$ cat config.mk
export PLATFORM = sky130hd
export DESIGN_NAME = twostage_wdt
export DESIGN_NICKNAME = d
export VERILOG_FILES = /design/src/rtl/twostage_wdt_pkg.sv /design/src/rtl/twostage_wdt_unlock.sv /design/src/rtl/twostage_wdt_prescale.sv /design/src/rtl/twostage_wdt_stages.sv /design/src/rtl/twostage_wdt_pulse.sv /design/src/rtl/twostage_wdt.sv
export SDC_FILE = /design/constraint.sdc
export NUM_CORES = 1
export LEC_CHECK = 0
export CAP_MARGIN = 20
export CORE_AREA = 4 4 116 118
export CTS_CLUSTER_DIAMETER = 30
export DETAILED_ROUTE_END_ITERATION = 10
export DIE_AREA = 0 0 120 122
export PLACE_DENSITY = 0.74
export SKIP_CTS_REPAIR_TIMING = 1
export SLEW_MARGIN = 15
export SYNTH_ARGS = -nofsm -noshare
export SYNTH_HDL_FRONTEND = slang
export SYNTH_HIERARCHICAL = 1
export SYNTH_SLANG_ARGS = --single-unit
$ cat constraint.sdc
create_clock -name clk_i -period 2.65 [get_ports clk_i]
set_input_delay 0.53 -clock clk_i [delete_from_list [all_inputs] [get_ports clk_i]]
set_output_delay 0.53 -clock clk_i [all_outputs]
set_load 0.05 [all_outputs]
$ cat src/rtl/twostage_wdt_pkg.sv
package twostage_wdt_pkg;
   localparam int OFS_W = 5;
   localparam logic [OFS_W-1:0] OFS_PRE1   = 5'h00;
   localparam logic [OFS_W-1:0] OFS_PRE2   = 5'h04;
   localparam logic [OFS_W-1:0] OFS_ISTS   = 5'h08;
   localparam logic [OFS_W-1:0] OFS_RELOAD = 5'h0C;
   localparam logic [OFS_W-1:0] OFS_CFG    = 5'h10;
   localparam logic [OFS_W-1:0] OFS_LOCK   = 5'h14;

   localparam logic [15:0] KEY_FIRST  = 16'h0080;
   localparam logic [15:0] KEY_SECOND = 16'h0086;

   localparam int RLD_KICK_BIT   = 8;
   localparam int RLD_FLAG_BIT   = 9;
   localparam int CFG_OUTDIS_BIT = 5;
   localparam int CFG_FAST_BIT   = 2;
   localparam int LK_LOCK_BIT    = 0;
   localparam int LK_EN_BIT      = 1;
   localparam int LK_FUNC_BIT    = 2;

   typedef enum logic [1:0] {
      UL_SHUT = 2'd0,
      UL_HALF = 2'd1,
      UL_OPEN = 2'd2
   } ul_state_e;
endpackage

$ cat src/rtl/twostage_wdt_unlock.sv
module twostage_wdt_unlock
   import twostage_wdt_pkg::*;
(
   input  logic        clk_i,
   input  logic        rst_ni,
   input  logic        wr_i,
   input  logic        hit_reload_i,
   input  logic [15:0] key_i,
   output logic        open_o
);
   ul_state_e state_q;
   logic      is_first, is_second;

   assign is_first  = hit_reload_i && (key_i == KEY_FIRST);
   assign is_second = hit_reload_i && (key_i == KEY_SECOND);

   always_ff @(posedge clk_i or negedge rst_ni) begin
      if (!rst_ni) begin
         state_q <= UL_SHUT;
      end else if (wr_i) begin
         unique case (state_q)
            UL_SHUT: state_q <= is_first ? UL_HALF : UL_SHUT;
            UL_HALF: state_q <= is_second ? UL_OPEN : (is_first ? UL_HALF : UL_SHUT);
            default: state_q <= UL_SHUT;
         endcase
      end
   end

   assign open_o = (state_q == UL_OPEN);
endmodule

$ cat src/rtl/twostage_wdt_prescale.sv
module twostage_wdt_prescale #(
   parameter int SLOW_LOG = 15,
   parameter int FAST_LOG = 5
) (
   input  logic clk_i,
   input  logic rst_ni,
   input  logic run_i,
   input  logic restart_i,
   input  logic fast_i,
   output logic tick_o
);
   logic [SLOW_LOG-1:0] cnt_q;
   logic                wrap;

   always_ff @(posedge clk_i or negedge rst_ni) begin
      if (!rst_ni)                 cnt_q <= '0;
      else if (!run_i || restart_i) cnt_q <= '0;
      else                         cnt_q <= cnt_q + 1'b1;
   end

   assign wrap   = fast_i ? (&cnt_q[FAST_LOG-1:0]) : (&cnt_q);
   assign tick_o = run_i && !restart_i && wrap;
endmodule

$ cat src/rtl/twostage_wdt_stages.sv
module twostage_wdt_stages #(
   parameter int CNT_W = 20
) (
   input  logic             clk_i,
   input  logic             rst_ni,
   input  logic             run_i,
   input  logic             tick_i,
   input  logic             reload_i,
   input  logic [CNT_W-1:0] pre1_i,
   input  logic [CNT_W-1:0] pre2_i,
   output logic             s1_exp_o,
   output logic             s2_exp_o
);
   logic [CNT_W-1:0] cnt_q;
   logic             second_q;
   logic             at_zero;

   assign at_zero  = (cnt_q == '0);
   assign s1_exp_o = tick_i && at_zero && !second_q;
   assign s2_exp_o = tick_i && at_zero && second_q;

   always_ff @(posedge clk_i or negedge rst_ni) begin
      if (!rst_ni) begin
         cnt_q    <= '0;
         second_q <= 1'b0;
      end else if (!run_i || reload_i) begin
         cnt_q    <= pre1_i;
         second_q <= 1'b0;
      end else if (tick_i) begin
         if (!at_zero) begin
            cnt_q <= cnt_q - 1'b1;
         end else if (second_q) begin
            cnt_q    <= pre1_i;
            second_q <= 1'b0;
         end else begin
            cnt_q    <= pre2_i;
            second_q <= 1'b1;
         end
      end
   end
endmodule

$ cat src/rtl/twostage_wdt_pulse.sv
module twostage_wdt_pulse #(
   parameter int LEN = 16
) (
   input  logic clk_i,
   input  logic rst_ni,
   input  logic fire_i,
   output logic pulse_o
);
   generate
      if (LEN == 1) begin : g_single
         logic q;
         always_ff @(posedge clk_i or negedge rst_ni) begin
            if (!rst_ni) q <= 1'b0;
            else         q <= fire_i;
         end
         assign pulse_o = q;
      end else begin : g_count
         localparam int PW = $clog2(LEN + 1);
         logic [PW-1:0] left_q;
         always_ff @(posedge clk_i or negedge rst_ni) begin
            if (!rst_ni)              left_q <= '0;
            else if (fire_i)          left_q <= PW'(LEN);
            else if (left_q != '0)    left_q <= left_q - 1'b1;
         end
         assign pulse_o = (left_q != '0);
      end
   endgenerate
endmodule

$ cat src/rtl/twostage_wdt.sv
module twostage_wdt
   import twostage_wdt_pkg::*;
#(
   parameter int              PRE_W        = 20,
   parameter int              DATA_W       = 32,
   parameter int              DIV_SLOW_LOG = 15,
   parameter int              DIV_FAST_LOG = 5,
   parameter int              RST_PULSE    = 16,
   parameter logic [PRE_W-1:0] PRE_RESET   = 20'h03C00
) (
   input  logic              clk_i,
   input  logic              rst_ni,
   input  logic [OFS_W-1:0]  addr_i,
   input  logic              wr_i,
   input  logic [DATA_W-1:0] wdata_i,
   output logic [DATA_W-1:0] rdata_o,
   output logic              irq_o,
   output logic              rst_req_o
);
   generate
      if (PRE_W < 1 || PRE_W > DATA_W) begin : g_bad_pre
         $error("PRE_W must lie between 1 and DATA_W");
      end
      if (DATA_W < 16) begin : g_bad_data
         $error("DATA_W must hold at least the 16-bit key");
      end
      if (DIV_FAST_LOG < 1 || DIV_FAST_LOG >= DIV_SLOW_LOG) begin : g_bad_div
         $error("DIV_FAST_LOG must be at least 1 and below DIV_SLOW_LOG");
      end
      if (RST_PULSE < 1) begin : g_bad_pulse
         $error("RST_PULSE must be at least 1");
      end
   endgenerate

   logic [PRE_W-1:0] pre1_q, pre2_q;
   logic             ists_q, flag_q;
   logic             outdis_q, fast_q;
   logic [1:0]       itype_q;
   logic             lock_q, en_q, func_q;
   logic             ul_open, prot_ok, run, tick, kick, flag_clr;
   logic             s1_exp, s2_exp, pulse;
   logic             hit_pre1, hit_pre2, hit_ists, hit_rld, hit_cfg, hit_lock;

   assign hit_pre1 = (addr_i == OFS_PRE1);
   assign hit_pre2 = (addr_i == OFS_PRE2);
   assign hit_ists = (addr_i == OFS_ISTS);
   assign hit_rld  = (addr_i == OFS_RELOAD);
   assign hit_cfg  = (addr_i == OFS_CFG);
   assign hit_lock = (addr_i == OFS_LOCK);

   twostage_wdt_unlock u_unlock (
      .clk_i        (clk_i),
      .rst_ni       (rst_ni),
      .wr_i         (wr_i),
      .hit_reload_i (hit_rld),
      .key_i        (wdata_i[15:0]),
      .open_o       (ul_open)
   );

   assign prot_ok  = wr_i && ul_open;
   assign kick     = prot_ok && hit_rld && wdata_i[RLD_KICK_BIT];
   assign flag_clr = prot_ok && hit_rld && wdata_i[RLD_FLAG_BIT];
   assign run      = en_q && !func_q;

   twostage_wdt_prescale #(
      .SLOW_LOG (DIV_SLOW_LOG),
      .FAST_LOG (DIV_FAST_LOG)
   ) u_presc (
      .clk_i     (clk_i),
      .rst_ni    (rst_ni),
      .run_i     (run),
      .restart_i (kick),
      .fast_i    (fast_q),
      .tick_o    (tick)
   );

   twostage_wdt_stages #(.CNT_W(PRE_W)) u_stages (
      .clk_i    (clk_i),
      .rst_ni   (rst_ni),
      .run_i    (run),
      .tick_i   (tick),
      .reload_i (kick),
      .pre1_i   (pre1_q),
      .pre2_i   (pre2_q),
      .s1_exp_o (s1_exp),
      .s2_exp_o (s2_exp)
   );

   twostage_wdt_pulse #(.LEN(RST_PULSE)) u_pulse (
      .clk_i   (clk_i),
      .rst_ni  (rst_ni),
      .fire_i  (s2_exp),
      .pulse_o (pulse)
   );

   always_ff @(posedge clk_i or negedge rst_ni) begin
      if (!rst_ni) begin
         pre1_q <= PRE_RESET;
         pre2_q <= PRE_RESET;
      end else begin
         if (prot_ok && hit_pre1) pre1_q <= wdata_i[PRE_W-1:0];
         if (prot_ok && hit_pre2) pre2_q <= wdata_i[PRE_W-1:0];
      end
   end

   always_ff @(posedge clk_i or negedge rst_ni) begin
      if (!rst_ni) begin
         ists_q <= 1'b0;
         flag_q <= 1'b0;
      end else begin
         if (s1_exp)                              ists_q <= 1'b1;
         else if (wr_i && hit_ists && wdata_i[0]) ists_q <= 1'b0;
         if (s2_exp)        flag_q <= 1'b1;
         else if (flag_clr) flag_q <= 1'b0;
      end
   end

   always_ff @(posedge clk_i or negedge rst_ni) begin
      if (!rst_ni) begin
         outdis_q <= 1'b0;
         fast_q   <= 1'b0;
         itype_q  <= 2'b00;
         lock_q   <= 1'b0;
         en_q     <= 1'b0;
         func_q   <= 1'b0;
      end else begin
         if (wr_i && hit_cfg) begin
            outdis_q <= wdata_i[CFG_OUTDIS_BIT];
            fast_q   <= wdata_i[CFG_FAST_BIT];
            itype_q  <= wdata_i[1:0];
         end
         if (wr_i && hit_lock) begin
            lock_q <= lock_q || wdata_i[LK_LOCK_BIT];
            en_q   <= wdata_i[LK_EN_BIT] || (lock_q && en_q);
            func_q <= lock_q ? func_q : wdata_i[LK_FUNC_BIT];
         end
      end
   end

   always_comb begin
      rdata_o = '0;
      if (hit_pre1) rdata_o[PRE_W-1:0] = pre1_q;
      if (hit_pre2) rdata_o[PRE_W-1:0] = pre2_q;
      if (hit_ists) rdata_o[0] = ists_q;
      if (hit_rld)  rdata_o[RLD_FLAG_BIT] = flag_q;
      if (hit_cfg) begin
         rdata_o[CFG_OUTDIS_BIT] = outdis_q;
         rdata_o[CFG_FAST_BIT]   = fast_q;
         rdata_o[1:0]            = itype_q;
      end
      if (hit_lock) begin
         rdata_o[LK_LOCK_BIT] = lock_q;
         rdata_o[LK_EN_BIT]   = en_q;
         rdata_o[LK_FUNC_BIT] = func_q;
      end
   end

   assign irq_o     = ists_q && (itype_q != 2'b11);
   assign rst_req_o = pulse && !outdis_q;

   logic unused_wdata;
   assign unused_wdata = ^wdata_i;
endmodule

==> results.md, run 1 <==
- Slew Limit Fails: 0
- Clock period minus worst slack: 2.46 ns
- Total CTS buffers: 9
- Skew final: 0.00497 ns
- CP Capture Type: output pin
- Crit-path leading delay family: simple AND/OR/NAND/NOR gates
- Worst path arrival time: 1.93 ns
- Seq/Total Area, Yosys: 42.0%
- Port bufs: 49
- Post-synth cell types: 66
- Fillers: 983
- Reg-to-reg endpoint: u_stages/cnt_q[14]$_DFFE_PN0P_
- Initial core utilization: 44.1%
- Site Rows: 41
- Initial antenna violation count: 0
- Syn avg cell area: 10.7 um2
- CTS tree: built
- Final period util: 92.8%
- DP HPWL: 10300 um
- CP Cell Sequence: dlymetal6s2s_1, buf_4, nor4_4, nor2b_4, buf_6, a22o_1, buf_12
- Max Freq: 407 MHz
- PD cells: 480 nW/um2
- Final net count: 642
- Vias/cell: 5.94
- Die Area: 14600 um2
- RSZ-0062 raised after global routing: false
- Main synth FF type: dfrtp_1
- Fin cells: 775
- Drt pass-1 iters: 5
- CTS max path bufs: 2
- First-pass GRT wire length: 23000 um
- Crit Path Category: primary input to output pin
- Hold WC Path Type: primary input to asynchronous set/reset pin
- Status: finished clean
- Crit-path slowest cell: nor4_4
- Number of I/O pins: 74
- Worst vdd ir: 0.403 mV
- Yosys warns: 6
- Leak: 3.22 nW
- CTS sink count: 92
- Worst R2R Start: u_unlock/state_q[1]$_DFFE_PN0P_
- Tot Pwr: 3.42 mW
- Share of the synthesized area in the top cell type: 38.2%
- GRT Util Overall: 19.5%
- DR DRC count: 0
- Post-Syn Instances: 512
- Hold Slack: 0.212 ns
- Largest net degree at the start of global routing: 50
- Layout cell share with drive strength beyond 1: 31.0%
- Synthesis-stage register bit count: 92
- Critical path buffers and inverters: 4
- Crit start category: primary input
- Final Hold Fails: 0
- Layout overhead on the synthesized area: 29.5%
- ANT nets after route: 0
- Vias: 4600
- Later-pin clock latency in the skew report: 0.34 ns
- Post-Syn Area: 5500 um2
- Reg-to-reg slack, setup: 0.29 ns
- # placed instances: 752
- Antenna diode count: 0
- Clock root buffer: clkbuf_16
- Endpoints failing setup: 0
- Fraction of registers with async set or reset after synthesis: 100%
- Initial DRC Count: 439
- Clock Pin Slew Worst Setup and Hold Paths: 0.06 ns
- Most common cell in the synthesized netlist: dfrtp_1
- Synth top cells by count: 84 x dfrtp_1, 30 x mux2_2, 30 x nor2_1
- Vias in the first global route: 4425
- Die width: 120 um
- Routability congestion estimate from global placement: 0.868
- Number of synthesized flops with an enable pin: 0
- Largest stage delay on the critical path: 0.30 ns
- FF-to-FF path depth: 13
- Drt total wl: 14700 um
- Drt wl/cell: 19.0 um
- Setup TNS: 0 ns
- Top post-synthesis cells by area: dfrtp_1 38%, mux2_2 6.1%, mux2_4 5.5%, dfstp_2 3.8%, and3_1 2.6%
- Area of the core: 12500 um2
- Worst slew margin: 42.9%
- Critical Path Fanout Max: 5
- CP Depth: 7
- Tightest Pin Transition: 0.856 ns
- Synth area leader: dfrtp_1
- Die Y: 122 um
- Final Util: 57.2%
- Data required, critical path: 2.12 ns
- H-tree depth: 3
- Gr ovfl total: 0
- Max Cap Viol: 0
sequential cells by signal, summed over array words and instances, names as in the netlist, 2 cells and up:
register                flops
u_unlock/state_q            2
itype_q                     2
u_presc/cnt_q              15
pre1_q                     20
u_pulse/g_count.left_q      5
u_stages/cnt_q             20
pre2_q                     20
layer usage:
layer	part of all wire, %	up-vias	global-route usage (%)
met5	0	-	0
met4	1.8	0	6.80
met3	6.9	22	3.71
met2	49	231	31.0
met1	43	2274	26.8
li1	-	2073	-
layout make-up:
type                    count  area, um2  share of cell area [%]
multi-input cells         380       3030                    42.5
flip-flops and latches     92       2310                    32.4
repair buffers            102       1240                    17.3
clock buffers              13        260                    3.65
well taps                 172        215                    3.02
inverters                  13       51.3                   0.720
clock inverters             3       21.3                   0.298
through the flow:
stage,setup slack [ns],area [um2]
after CTS,-0.172,6890
after global placement,-0.429,6600
final,0.190,7130
after floorplan,-0.0841,5550
after detailed placement,-0.514,6600
after global routing,0.122,7130
worst register-to-register path, stage by stage, from the launching register on:
cell,delay (ns)
dfrtp_1,0.36
inv_1,0.06
nor2_1,0.26
and3_1,0.24
and2_4,0.17
nand2b_4,0.13
nor2_2,0.03
o21a_1,0.17
buf_6,0.15
nand2_4,0.08
buf_12,0.14
nor2_1,0.06
a221oi_2,0.25
o31ai_1,0.13
cells by family (layout without fill, tap and decap cells):
kind of cell	count (synthesis)	in the layout	synth area share, %
AND/OR/NAND/NOR	168	168	19.3
AO/OA/AOI/OAI	119	119	15.9
flip-flops	92	92	42.0
multiplexers	61	61	13.6
buffers and inverters	51	131	5.57
XOR/XNOR	16	16	2.55
adder cells (fa/ha/maj)	4	4	0.910
other	1	12	0.0681
report_power, final:
group | switching [mW] | internal, mW
logic | 0.439 | 0.275
registers | 0.0422 | 1.44
clock network | 0.531 | 0.688
total | 1.01 | 2.41
worst max path at each step:
stage	from	slack, ns	to
6_report	addr_i[0]	0.19	rdata_o[4]
5_1_grt	u_pulse/g_count.left_q[0]$_DFFE_PN0P_	0.12	rst_req_o
4_1_cts	addr_i[4]	-0.17	flag_q$_DFFE_PN0P_
3_5_place_dp	addr_i[4]	-0.51	flag_q$_DFFE_PN0P_
3_3_place_gp	addr_i[4]	-0.43	flag_q$_DFFE_PN0P_
2_1_floorplan	addr_i[4]	-0.08	flag_q$_DFFE_PN0P_
layout by cell type, fill, tap and decap left out, types with 13 or more instances in the layout:
cell type | netlist | layout
dfrtp_1 | 84 | 84
buf_4 | 14 | 40
nor2b_1 | 15 | 13
mux2_2 | 30 | 30
nand2_1 | 19 | 18
clkdlybuf4s50_1 | 0 | 22
buf_12 | 2 | 26
nand3_1 | 13 | 13
a21oi_1 | 25 | 25
nor2_1 | 30 | 29
and3_1 | 23 | 21
mux2_4 | 20 | 20
o21ai_0 | 23 | 23
(Power assumes the default switching activity.)
==> run 2, diff against run 1 <==
ABC_AREA = 1   (was default)
ABC_CLOCK_PERIOD_IN_PS = 2650   (was default)
CORE_AREA = 4 4 120 122   (was 4 4 116 118)
DIE_AREA = 0 0 124 126   (was 0 0 120 122)
MAX_ROUTING_LAYER = met4   (was default)
PLACE_DENSITY = 0.73   (was 0.74)
==> results.md, run 2 <==
- Largest registers: pre1_q (20), pre2_q (20), u_stages/cnt_q (20) (unchanged)
- Synthesis-stage register bit count: 92 (unchanged)
- Post-synth cell types: 39 (was 66)
- Leak: 3.36 nW (was 3.22 nW)
- Seq/Total Area, Yosys: 39.5% (was 42.0%)
- Clock root buffer: clkbuf_16 (unchanged)
- Worst vdd ir: 0.421 mV (was 0.403 mV)
- Most common cell in the synthesized netlist: nand2_1 (was dfrtp_1)
- Largest net degree at the start of global routing: 44 (was 50)
- Worst slew margin: 66.2% (was 42.9%)
- Endpoints failing setup: 0 (unchanged)
- Total CTS buffers: 9 (unchanged)
- CTS max path bufs: 2 (unchanged)
- Slew Limit Fails: 0 (unchanged)
- Final Util: 53.2% (was 57.2%)
- Fraction of registers with async set or reset after synthesis: 100% (unchanged)
- Drt pass-1 iters: 5 (unchanged)
- Post-Syn Area: 5860 um2 (was 5500 um2)
- Data required, critical path: 2.12 ns (about the same)
- Final Hold Fails: 0 (unchanged)
- Clock period minus worst slack: 2.57 ns (was 2.46 ns)
- Final period util: 97.0% (was 92.8%)
- Clock Pin Slew Worst Setup and Hold Paths: 0.07 ns (was 0.06 ns)
- Tightest Pin Transition: 0.505 ns (was 0.856 ns)
- Vias: 4972 (was 4600)
- Synth area leader: dfrtp_1 (unchanged)
- Hold WC Path Type: primary input to asynchronous set/reset pin (unchanged)
- Worst path arrival time: 2.04 ns (was 1.93 ns)
- Initial DRC Count: 349 (was 439)
- ANT nets after route: 0 (unchanged)
- Final net count: 863 (was 642)
- Later-pin clock latency in the skew report: 0.36 ns (was 0.34 ns)
- Vias/cell: 4.97 (was 5.94)
- Leading cell types in the layout, fill and taps excluded: 222 x nand2_1, 84 x nor2_1, 84 x dfrtp_1 (was 84 x dfrtp_1, 40 x buf_4, 30 x mux2_2)
- Final worst slack: 0.0785 ns (was 0.190 ns)
- CTS tree: built (unchanged)
- CP Capture Type: output pin (unchanged)
- Die Y: 126 um (was 122 um)
- Antenna diode count: 0 (unchanged)
- DR DRC count: 0 (unchanged)
- Largest stage delay on the critical path: 0.52 ns (was 0.30 ns)
- Met1 usage: 25.4% (was 26.8%)
- H-tree depth: 3 (unchanged)
- Critical Path Fanout Max: 20 (was 5)
- Setup WS pre-CTS: -0.0926 ns (was -0.514 ns)
- RSZ-0062 raised after global routing: false (unchanged)
- Number of synthesized flops with an enable pin: 0 (unchanged)
- Number of I/O pins: 74 (unchanged)
- Port bufs: 49 (unchanged)
- Synth top cells by count: 222 x nand2_1, 85 x nor2_1, 84 x dfrtp_1 (was 84 x dfrtp_1, 30 x mux2_2, 30 x nor2_1)
- Area of the core: 13200 um2 (was 12500 um2)
- DP HPWL: 9950 um (was 10300 um)
- Layout cell share with drive strength beyond 1: 18.7% (was 31.0%)
- Die Area: 15600 um2 (was 14600 um2)
- Most common cell after layout, fill and taps aside: nand2_1 (was dfrtp_1)
- GRT Util Overall: 19.0% (was 19.5%)
- Drt wl/cell: 13.4 um (was 19.0 um)
- Most frequent CP cell: buf_12
- Crit start category: primary input (unchanged)
- Routability congestion estimate from global placement: 0.868 (unchanged)
- Max Freq: 389 MHz (was 407 MHz)
- Crit-path slowest cell: clkdlybuf4s50_1 (was nor4_4)
- CP Cell Sequence: clkdlybuf4s50_1, inv_1, nor2_2, nand2_2, nor2_4, buf_12, nand2_1, nand3_1, buf_12 (was dlymetal6s2s_1, buf_4, nor4_4, nor2b_4, buf_6, a22o_1, buf_12)
- First-pass GRT wire length: 23200 um (was 23000 um)
- Syn avg cell area: 7.67 um2 (was 10.7 um2)
- Skew final: 0.0101 ns (was 0.00497 ns)
- Yosys warns: 6 (unchanged)
- Top post-synthesis cells by area: dfrtp_1 36%, nand2_1 14%, nor2_1 5.4%, inv_1 4.9%, nand3_1 3.8% (was dfrtp_1 38%, mux2_2 6.1%, mux2_4 5.5%, dfstp_2 3.8%, and3_1 2.6%)
- Status: finished clean (unchanged)
- PD cells: 675 nW/um2 (was 480 nW/um2)
- Site Rows: 42 (was 41)
- Initial core utilization: 44.4% (was 44.1%)
- Fillers: 1233 (was 983)
- Share of the synthesized area in the top cell type: 35.9% (was 38.2%)
- CTS sink count: 92 (unchanged)
- Gr ovfl total: 0 (unchanged)
- Layout overhead on the synthesized area: 19.7% (was 29.5%)
- Post-Syn Instances: 764 (was 512)
- Crit Path Category: primary input to output pin (unchanged)
- Initial antenna violation count: 0 (unchanged)
- Die width: 124 um (was 120 um)
- Vias in the first global route: 4785 (was 4425)
- Drt total wl: 13400 um (was 14700 um)
- Grt met3 use: 3.41% (was 3.71%)
- Met2 Usage GRT: 29.7% (was 31.0%)
- Main synth FF type: dfrtp_1 (unchanged)
- Max Cap Viol: 0 (unchanged)
- GR peak layer: met2 (unchanged)
[run 2: changes by cell type after synthesis, sizes merged, moves of 9 or more]
cell,previous run,this run
nand2,19,236
a22oi,2,11
nor4,9,0
nor2b,15,0
a21oi,25,11
nor2,32,114
inv,13,80
o21ai,23,69
o31ai,12,0
nand3,13,58
xnor2,11,0
clkbuf,12,3
and3,24,0
mux2,50,0
[run 2: per-layer routing]
| layer | routed length, um | up-vias |
|---|---|---|
| met5 | 0 | - |
| met4 | 199 | 0 |
| met3 | 449 | 16 |
| met2 | 6690 | 78 |
| met1 | 6110 | 2345 |
| li1 | - | 2533 |
[run 2: worst paths after layout]
check,start,end,slack [ns],cells after the start
worst max-delay path,addr_i[2],rdata_o[9],0.08,9
worst min-delay path,rst_ni,u_pulse/g_count.left_q[0]$_DFFE_PN0P_,0.1,1
worst max register to register,u_unlock/state_q[1]$_DFFE_PN0P_,u_stages/cnt_q[15]$_DFFE_PN0P_,0.56,14
worst min register to register,u_pulse/g_count.left_q[0]$_DFFE_PN0P_,u_pulse/g_count.left_q[0]$_DFFE_PN0P_,0.48,2
max in group asynchronous,rst_ni,pre1_q[13]$_DFFE_PN1P_,1.91,2
min in group clk_i,u_pulse/g_count.left_q[0]$_DFFE_PN0P_,u_pulse/g_count.left_q[0]$_DFFE_PN0P_,0.48,2
[run 2: final cells by class]
class	instances	area [um2]	share of cell area [%]
Tap cell	176	220	3.14
Sequential cell	92	2310	33.0
Clock buffer	10	239	3.41
Inverter	81	305	4.35
Clock inverter	6	95.1	1.36
Multi-Input combinational cell	565	2960	42.2
Timing Repair Buffer	70	881	12.6
[run 2: worst max-delay path: cells and delay by family]
kind                   cells  cell delay [ns]
buffers and inverters      4             0.94
AND/OR/NAND/NOR            5             0.58
[run 2: kinds of logic after synthesis]
group | after synthesis | share of synthesized area (%)
AOI/OAI and AO/OA | 111 | 12.6
xor gates and xnor gates | 5 | 0.748
adders and majority gates | 4 | 0.854
buffers and inverters | 118 | 10.7
DFF | 92 | 39.5
muxes | 9 | 1.54
other | 1 | 0.0640
and+or+nand+nor | 424 | 34.0
[run 2: power breakdown]
part           leakage (nW)  internal, mW  switching [mW]
clock network         0.157         0.862           0.585
logic                  1.98         0.592            1.09
registers              1.22          1.50           0.102
[run 2: through the flow]
step,total power [mW],std cells,setup TNS [ns],hold slack [ns],cell area [um2]
6_report,4.73,1000,0,0.0967,7010
5_1_grt,5.07,1000,0,0.130,7010
4_1_cts,4.76,1000,0,0.111,7010
3_5_place_dp,3.31,984,-1.11,0.466,6680
3_3_place_gp,3.28,984,-0.111,0.453,6680
2_1_floorplan,3.00,775,0,0.234,5900
